$ cat src/rtl/mwd_pkg.sv
package mwd_pkg;
  localparam int DEF_XLEN = 64;

  // Operation encoding: [2]=word form, [1]=remainder, [0]=unsigned
  typedef enum logic [2:0] {
    OP_DIV   = 3'd0,
    OP_DIVU  = 3'd1,
    OP_REM   = 3'd2,
    OP_REMU  = 3'd3,
    OP_DIVW  = 3'd4,
    OP_DIVUW = 3'd5,
    OP_REMW  = 3'd6,
    OP_REMUW = 3'd7
  } op_e;

  typedef struct packed {
    logic is_word;
    logic is_rem;
    logic is_uns;
  } opdec_t;

  function automatic opdec_t op_decode(input logic [2:0] op);
    opdec_t d;
    d.is_word = op[2];
    d.is_rem  = op[1];
    d.is_uns  = op[0];
    return d;
  endfunction

  typedef enum logic [1:0] {
    ST_IDLE = 2'd0,
    ST_RUN  = 2'd1,
    ST_DONE = 2'd2
  } state_e;
endpackage

$ cat src/rtl/mwd_mode.sv
module mwd_mode (
  input  logic sup,
  input  logic sup_wide,
  input  logic usr_wide,
  output logic wide
);
  // the privilege bit chooses which of the two width bits applies
  always_comb wide = sup ? sup_wide : usr_wide;
endmodule

$ cat src/rtl/mwd_prep.sv
module mwd_prep
  import mwd_pkg::*;
#(
  parameter int XLEN = DEF_XLEN
) (
  input  logic [2:0]      op,
  input  logic [XLEN-1:0] a,
  input  logic [XLEN-1:0] b,
  input  logic            wide,
  output logic            illegal,
  output logic            narrow,
  output logic            half_op,
  output logic            neg_a,
  output logic            neg_b,
  output logic            is_rem,
  output logic [XLEN-1:0] mag_a,
  output logic [XLEN-1:0] mag_b,
  output logic            special,
  output logic [XLEN-1:0] special_val
);
  localparam int HLEN = XLEN / 2;

  opdec_t          dec;
  logic [XLEN-1:0] a_x, b_x, min_x, sat_val;
  logic            b_zero, ovf;

  always_comb begin
    dec     = op_decode(op);
    illegal = dec.is_word & ~wide;
    half_op = ~dec.is_word & ~wide;
    narrow  = dec.is_word | ~wide;
    is_rem  = dec.is_rem;

    if (half_op) begin
      a_x = dec.is_uns ? {{HLEN{1'b0}}, a[HLEN-1:0]} : {{HLEN{a[HLEN-1]}}, a[HLEN-1:0]};
      b_x = dec.is_uns ? {{HLEN{1'b0}}, b[HLEN-1:0]} : {{HLEN{b[HLEN-1]}}, b[HLEN-1:0]};
      min_x = {{(HLEN+1){1'b1}}, {(HLEN-1){1'b0}}};
    end else begin
      a_x   = a;
      b_x   = b;
      min_x = {1'b1, {(XLEN-1){1'b0}}};
    end

    neg_a = ~dec.is_uns & a_x[XLEN-1];
    neg_b = ~dec.is_uns & b_x[XLEN-1];
    mag_a = neg_a ? (~a_x + 1'b1) : a_x;
    mag_b = neg_b ? (~b_x + 1'b1) : b_x;

    b_zero = (b_x == '0);
    ovf    = ~dec.is_uns & (a_x == min_x) & (&b_x);

    if (narrow)
      sat_val = neg_a ? {{(HLEN+1){1'b1}}, {(HLEN-1){1'b0}}}
                      : {{(HLEN+1){1'b0}}, {(HLEN-1){1'b1}}};
    else
      sat_val = neg_a ? {1'b1, {(XLEN-1){1'b0}}} : {1'b0, {(XLEN-1){1'b1}}};

    special = b_zero | ovf;
    if (dec.is_rem)
      special_val = b_zero ? a : '0;
    else
      special_val = dec.is_uns ? {XLEN{1'b1}} : sat_val;
  end
endmodule

$ cat src/rtl/mwd_core.sv
module mwd_core
  import mwd_pkg::*;
#(
  parameter int XLEN = DEF_XLEN
) (
  input  logic            clk,
  input  logic            rst_n,
  input  logic            load,
  input  logic            step,
  input  logic            half_op,
  input  logic [XLEN-1:0] dvd,
  input  logic [XLEN-1:0] dsr,
  output logic [XLEN-1:0] quo,
  output logic [XLEN-1:0] rmd
);
  localparam int HLEN = XLEN / 2;

  logic [XLEN-1:0] dsr_r;
  logic [XLEN:0]   trial;

  always_comb trial = {rmd, quo[XLEN-1]} - {1'b0, dsr_r};

  always_ff @(posedge clk) begin
    if (!rst_n) begin
      quo   <= '0;
      rmd   <= '0;
      dsr_r <= '0;
    end else if (load) begin
      // a half-width dividend starts at the top so HLEN steps suffice
      quo   <= half_op ? {dvd[HLEN-1:0], {HLEN{1'b0}}} : dvd;
      rmd   <= '0;
      dsr_r <= dsr;
    end else if (step) begin
      if (!trial[XLEN]) begin
        rmd <= trial[XLEN-1:0];
        quo <= {quo[XLEN-2:0], 1'b1};
      end else begin
        rmd <= {rmd[XLEN-2:0], quo[XLEN-1]};
        quo <= {quo[XLEN-2:0], 1'b0};
      end
    end
  end
endmodule

$ cat src/rtl/mwd_post.sv
module mwd_post
  import mwd_pkg::*;
#(
  parameter int XLEN = DEF_XLEN
) (
  input  logic [XLEN-1:0] quo,
  input  logic [XLEN-1:0] rmd,
  input  logic            neg_a,
  input  logic            neg_b,
  input  logic            is_rem,
  input  logic            narrow,
  output logic [XLEN-1:0] res
);
  localparam int HLEN = XLEN / 2;

  logic [XLEN-1:0] q_s, r_s, pick;

  always_comb begin
    q_s  = (neg_a ^ neg_b) ? (~quo + 1'b1) : quo;
    r_s  = neg_a ? (~rmd + 1'b1) : rmd;
    pick = is_rem ? r_s : q_s;
    res  = narrow ? {{HLEN{pick[HLEN-1]}}, pick[HLEN-1:0]} : pick;
  end
endmodule

$ cat src/rtl/mwdiv_unit.sv
module mwdiv_unit
  import mwd_pkg::*;
#(
  parameter int XLEN = DEF_XLEN
) (
  input  logic            clk,
  input  logic            rst_n,
  input  logic            in_valid,
  output logic            in_ready,
  input  logic [2:0]      in_op,
  input  logic [XLEN-1:0] in_a,
  input  logic [XLEN-1:0] in_b,
  input  logic            mode_sup,
  input  logic            mode_sup_wide,
  input  logic            mode_usr_wide,
  output logic            out_valid,
  output logic [XLEN-1:0] out_result,
  output logic            out_illegal
);
  localparam int HLEN = XLEN / 2;
  localparam int CW   = $clog2(XLEN + 1);

  state_e          state;
  logic [CW-1:0]   cnt;
  logic            wide, accept;
  logic            p_ill, p_narrow, p_half, p_nega, p_negb, p_rem, p_spec;
  logic [XLEN-1:0] p_maga, p_magb, p_sval;
  logic            r_ill, r_narrow, r_nega, r_negb, r_rem, r_fast;
  logic [XLEN-1:0] r_hold, c_quo, c_rmd, post_res;

  mwd_mode u_mode (
    .sup      (mode_sup),
    .sup_wide (mode_sup_wide),
    .usr_wide (mode_usr_wide),
    .wide     (wide)
  );

  mwd_prep #(.XLEN(XLEN)) u_prep (
    .op          (in_op),
    .a           (in_a),
    .b           (in_b),
    .wide        (wide),
    .illegal     (p_ill),
    .narrow      (p_narrow),
    .half_op     (p_half),
    .neg_a       (p_nega),
    .neg_b       (p_negb),
    .is_rem      (p_rem),
    .mag_a       (p_maga),
    .mag_b       (p_magb),
    .special     (p_spec),
    .special_val (p_sval)
  );

  always_comb begin
    in_ready = (state == ST_IDLE);
    accept   = in_valid & in_ready;
  end

  mwd_core #(.XLEN(XLEN)) u_core (
    .clk     (clk),
    .rst_n   (rst_n),
    .load    (accept & ~p_ill & ~p_spec),
    .step    (state == ST_RUN),
    .half_op (p_half),
    .dvd     (p_maga),
    .dsr     (p_magb),
    .quo     (c_quo),
    .rmd     (c_rmd)
  );

  mwd_post #(.XLEN(XLEN)) u_post (
    .quo    (c_quo),
    .rmd    (c_rmd),
    .neg_a  (r_nega),
    .neg_b  (r_negb),
    .is_rem (r_rem),
    .narrow (r_narrow),
    .res    (post_res)
  );

  always_ff @(posedge clk) begin
    if (!rst_n) begin
      state    <= ST_IDLE;
      cnt      <= '0;
      r_ill    <= 1'b0;
      r_narrow <= 1'b0;
      r_nega   <= 1'b0;
      r_negb   <= 1'b0;
      r_rem    <= 1'b0;
      r_fast   <= 1'b0;
      r_hold   <= '0;
    end else begin
      case (state)
        ST_IDLE: if (accept) begin
          r_ill    <= p_ill;
          r_narrow <= p_narrow;
          r_nega   <= p_nega;
          r_negb   <= p_negb;
          r_rem    <= p_rem;
          if (p_ill || p_spec) begin
            r_fast <= 1'b1;
            r_hold <= p_ill ? '0 : p_sval;
            state  <= ST_DONE;
          end else begin
            r_fast <= 1'b0;
            cnt    <= p_half ? CW'(HLEN) : CW'(XLEN);
            state  <= ST_RUN;
          end
        end
        ST_RUN: begin
          cnt <= cnt - 1'b1;
          if (cnt == CW'(1)) state <= ST_DONE;
        end
        default: state <= ST_IDLE;
      endcase
    end
  end

  always_comb begin
    out_valid   = (state == ST_DONE);
    out_illegal = out_valid & r_ill;
    out_result  = r_fast ? r_hold : post_res;
  end
endmodule

$ cat config.mk
export PLATFORM = sky130hd
export DESIGN_NAME = mwdiv_unit
export DESIGN_NICKNAME = d
export VERILOG_FILES = /design/src/rtl/mwd_pkg.sv /design/src/rtl/mwd_mode.sv /design/src/rtl/mwd_prep.sv /design/src/rtl/mwd_core.sv /design/src/rtl/mwd_post.sv /design/src/rtl/mwdiv_unit.sv
export SDC_FILE = /design/constraint.sdc
export NUM_CORES = 1
export LEC_CHECK = 0
export BUFFER_PORTS_ARGS = -buffer_cell sky130_fd_sc_hd__buf_2
export CORE_UTILIZATION = 30
export CTS_BUF_LIST = sky130_fd_sc_hd__clkbuf_4
export CTS_CLUSTER_SIZE = 16
export DETAILED_ROUTE_END_ITERATION = 10
export PLACE_DENSITY = 0.45
export SKIP_LAST_GASP = 1
export SYNTH_ARGS = -nofsm -noshare
export SYNTH_HDL_FRONTEND = slang
export SYNTH_SLANG_ARGS = --single-unit
$ cat constraint.sdc
create_clock -name clk -period 5.52 [get_ports clk]
set_clock_uncertainty 0.2 [all_clocks]
set_input_delay 0.828 -clock clk [delete_from_list [all_inputs] [get_ports clk]]
set_output_delay 0.828 -clock clk [all_outputs]
set_load 0.05 [all_outputs]
==> reports/results.tsv <==
metric	value	unit
total track usage	24.91	%
Die W	280.8	µm
Leak	10.39	nW
die area	78830	µm²
syn_nets	3442	
Clock Latency Late Sink	900	ps
Synth Register Bits	271	
initial antenna violation count	6	
Vias/cell	5.558	
ranking of synthesized cells by area	dfxtp_1, a21oi_1, nand2_1	
Gate Count Post-Synth	3233	
delay-heaviest family, CP	simple AND/OR/NAND/NOR gates	
hold depth	3	
slowest stage cell, crit path	or4_1	
DR pass1 iterations	6	
Max-slew headroom	23.17	%
mean routed wirelength per cell	22.60	µm
synth warn	0	
DRC Markers	0	
number of global-route vias before repair	23080	
simple-gate share of the synthesized area	22.72	%
die height	280.8	µm
post-layout util	34.80	%
final hold vios	0	
Worst Max-Slew Pin Slew	1151	ps
Core Box Area	76450	µm²
mux share of post-synthesis cell area	2.329	%
Max Cap Viol	0	
fill cell count	8425	
crit path max fanout	7	
Pwr Density	329.4	nW/µm²
Tmin final	5332	ps
period utilization	96.60	%
leading area contributor after synthesis	dfxtp_1	
pre-CTS setup slack	737.6	ps
grt ovf	0	
Worst setup EP type	primary output	
combinational family with the most area after synthesis	compound AO/OA/AOI/OAI gates	
final WL	100600	µm
CP most frequent cell	nor4_4	
sequential cell area fraction in the yosys report	23.27	%
area occupied by multi-input gates	16780	µm²
I/O pins	204	
fin. max-slew vios	0	
Initial Util	30.49	%
run status	completed	
Setup violations, final	0	
Mapped Avg Cell Area	7.211	µm²
Post-synth EDFFs	0	
critical path depth	11	
Routability Congestion	0.9313	
complex-gate fraction of the synthesized area	31.11	%
layout cell share with drive strength beyond 1	14.02	%
Clock Path Buffers	3	
FF+latch area	5434	µm²
CP Data Arrival Time	4300	ps
Sink Count	271	
HPWL after DPL	77330	µm
post-synth cell types	94	
Vias	24750	
maximum clock frequency	0.1875	GHz
adder-cell share of the synthesized area	3.897	%
CTS H-tree depth	3	
HP Class	in2reg	
CTS root buf	clkbuf_4	
CTS Buf Count	84	
CP peak stage delay	660	ps
RSZ-0062 raised after global routing	yes	
Main synth FF type	dfxtp_1	
P&R area growth vs syn	14.12	%
Max VDD drop	0.2288	mV
Mapped Area	23310	µm²
crit path cell chain	or4_1 > nor4_4 > buf_4 > nand4_2 > nor4_4 > nand3_2 > o31ai_1 > xor2_1 > o22ai_1 > o31a_1 > buf_2	
largest net degree at the start of global routing	176	
setup ws final	187.7	ps
Final ANT Viol Nets	0	
IO Port Bufs	203	
Worst Path Required	4490	ps
crit path kind	reg2out	
area share of the largest cell type after synthesis	23.27	%
R2R depth	14	
row cnt	101	
Post-Synth XOR/XNOR Area	10.90	%
Worst setup SP type	flip-flop	
worst path buffer plus inverter count	2	
CTS tree	built	
Final nets	3580	
Clock transition at path regs	60	ps
first-pass GRT wire length	149000	µm
Async SR Flop Fraction	0	%
Iter 0 DRT Violations	2220	
-- cell usage in the layout, fill, tap and decap left out, types with 28 or more instances in the layout --
cell	synthesis	routed
nand2_1	378	376
a21oi_1	322	320
dfxtp_1	271	268
nor2_1	218	213
o21ai_0	206	205
buf_2	36	196
xnor2_1	161	160
xor2_1	129	128
clkbuf_4	0	113
inv_1	109	109
nor2b_1	102	101
a211oi_1	98	98
buf_4	8	74
ha_1	71	71
o31ai_1	64	61
nor3_1	62	58
o21ai_1	57	57
nand4_1	52	52
mux2i_1	52	51
a21boi_1	47	47
nand3_1	47	45
o211a_1	37	37
or3_1	36	36
nor4_1	33	31
a31oi_1	29	29
o211ai_1	29	29
o21a_1	28	28
-- flip-flops by register name, summed over array words and instances, names as in the netlist --
register and cells:
r_negb 1, r_rem 1, cnt 7, state 2
r_hold 64, r_nega 1, u_core.quo 64, u_core.rmd 64
r_fast 1, r_narrow 1, r_ill 1, u_core.dsr_r 64
-- where the power goes --
part / switching (mW) / internal [mW]
clock: 1.00 / 0.967
combinational: 2.89 / 1.58
sequential: 0.216 / 2.11
-- routing by layer --
metal	GRT usage, %	part of all wire, %
met2	39.20	45
met1	34.32	46
met3	4.872	6.3
met4	6.796	2.4
met5	0	0.054
-- cells by family after synthesis --
| logic type | Yosys count |
|---|---|
| AOI/OAI and AO/OA | 1127 |
| and+or+nand+nor | 1080 |
| buffers and inverters | 339 |
| xor gates and xnor gates | 290 |
| DFF | 271 |
| adders and majority gates | 72 |
| muxes | 54 |
-- Yosys cell counts (13+ instances only) --
cell	instances
buf_2	36
o21ai_1	57
nand2_1	378
and3_1	23
nor3_1	62
nand4_1	52
clkbuf_1	174
o211ai_1	29
or4_1	23
nand3_1	47
a21o_1	25
a221oi_1	23
o211a_1	37
and2_1	24
nor4_1	33
xor2_1	129
nor2b_1	102
o21a_1	28
mux2i_1	52
inv_1	109
a22oi_1	25
dfxtp_1	271
o31ai_1	64
nand2b_1	22
a211oi_1	98
nor2_1	218
a31oi_1	29
a2bb2oi_1	13
a21boi_1	47
or2_2	14
a21oi_1	322
xnor2_1	161
o22ai_1	19
or3_1	36
o41ai_1	23
o21ai_0	206
ha_1	71
-- final cells by class --
type | count | area share (%)
Multi-Input combinational cell | 2623 | 63.09
Sequential cell | 271 | 20.43
Timing Repair Buffer | 281 | 6.439
Tap cell | 1030 | 4.844
Clock buffer | 111 | 3.132
Inverter | 110 | 1.552
Clock inverter | 21 | 0.4562
Antenna cell | 6 | 0.05644
-- path summary, 6_finish.rpt --
check	start	to	slack, ps
worst max-delay path	u_core.quo[2]	out_result[55]	190
worst min-delay path	in_b[5]	u_core.dsr_r[5]	120
worst max register to register	u_core.quo[63]	u_core.rmd[31]	1090
worst min register to register	u_core.dsr_r[40]	u_core.dsr_r[40]	250
-- worst reg2reg max path, delay by kind of cell (launching register included) --
family                   cells  cell delay, ps
multiplexers                 1             340
AO/OA/AOI/OAI                5            1420
AND/OR/NAND/NOR              3             910
flip-flops                   1             310
adder cells (fa/ha/maj)      2             670
buffers and inverters        3             460
-- stage by stage --
step	area [µm²]	hold WS (ps)	instances	setup TNS, ps	power, mW
floorplan	23310	230.8	3233	0	5.404
global placement	25440	239.4	4310	0	6.738
detailed placement	25440	246.2	4310	0	6.721
CTS	26450	61.25	4443	-90.11	8.739
global route	26600	89.40	4452	-87.35	9.324
finish	26600	116.0	4453	0	8.763
-- repair_timing --
item                       in CTS  in global routing
setup buffers                   0                  4
hold endpoints to repair        1                  0
setup endpoints to repair      25                 33
pin swaps                       0                  3
resized for setup              13                 22
hold buffers                    1                  0
No activity file was read; power rests on OpenSTA's default activity.
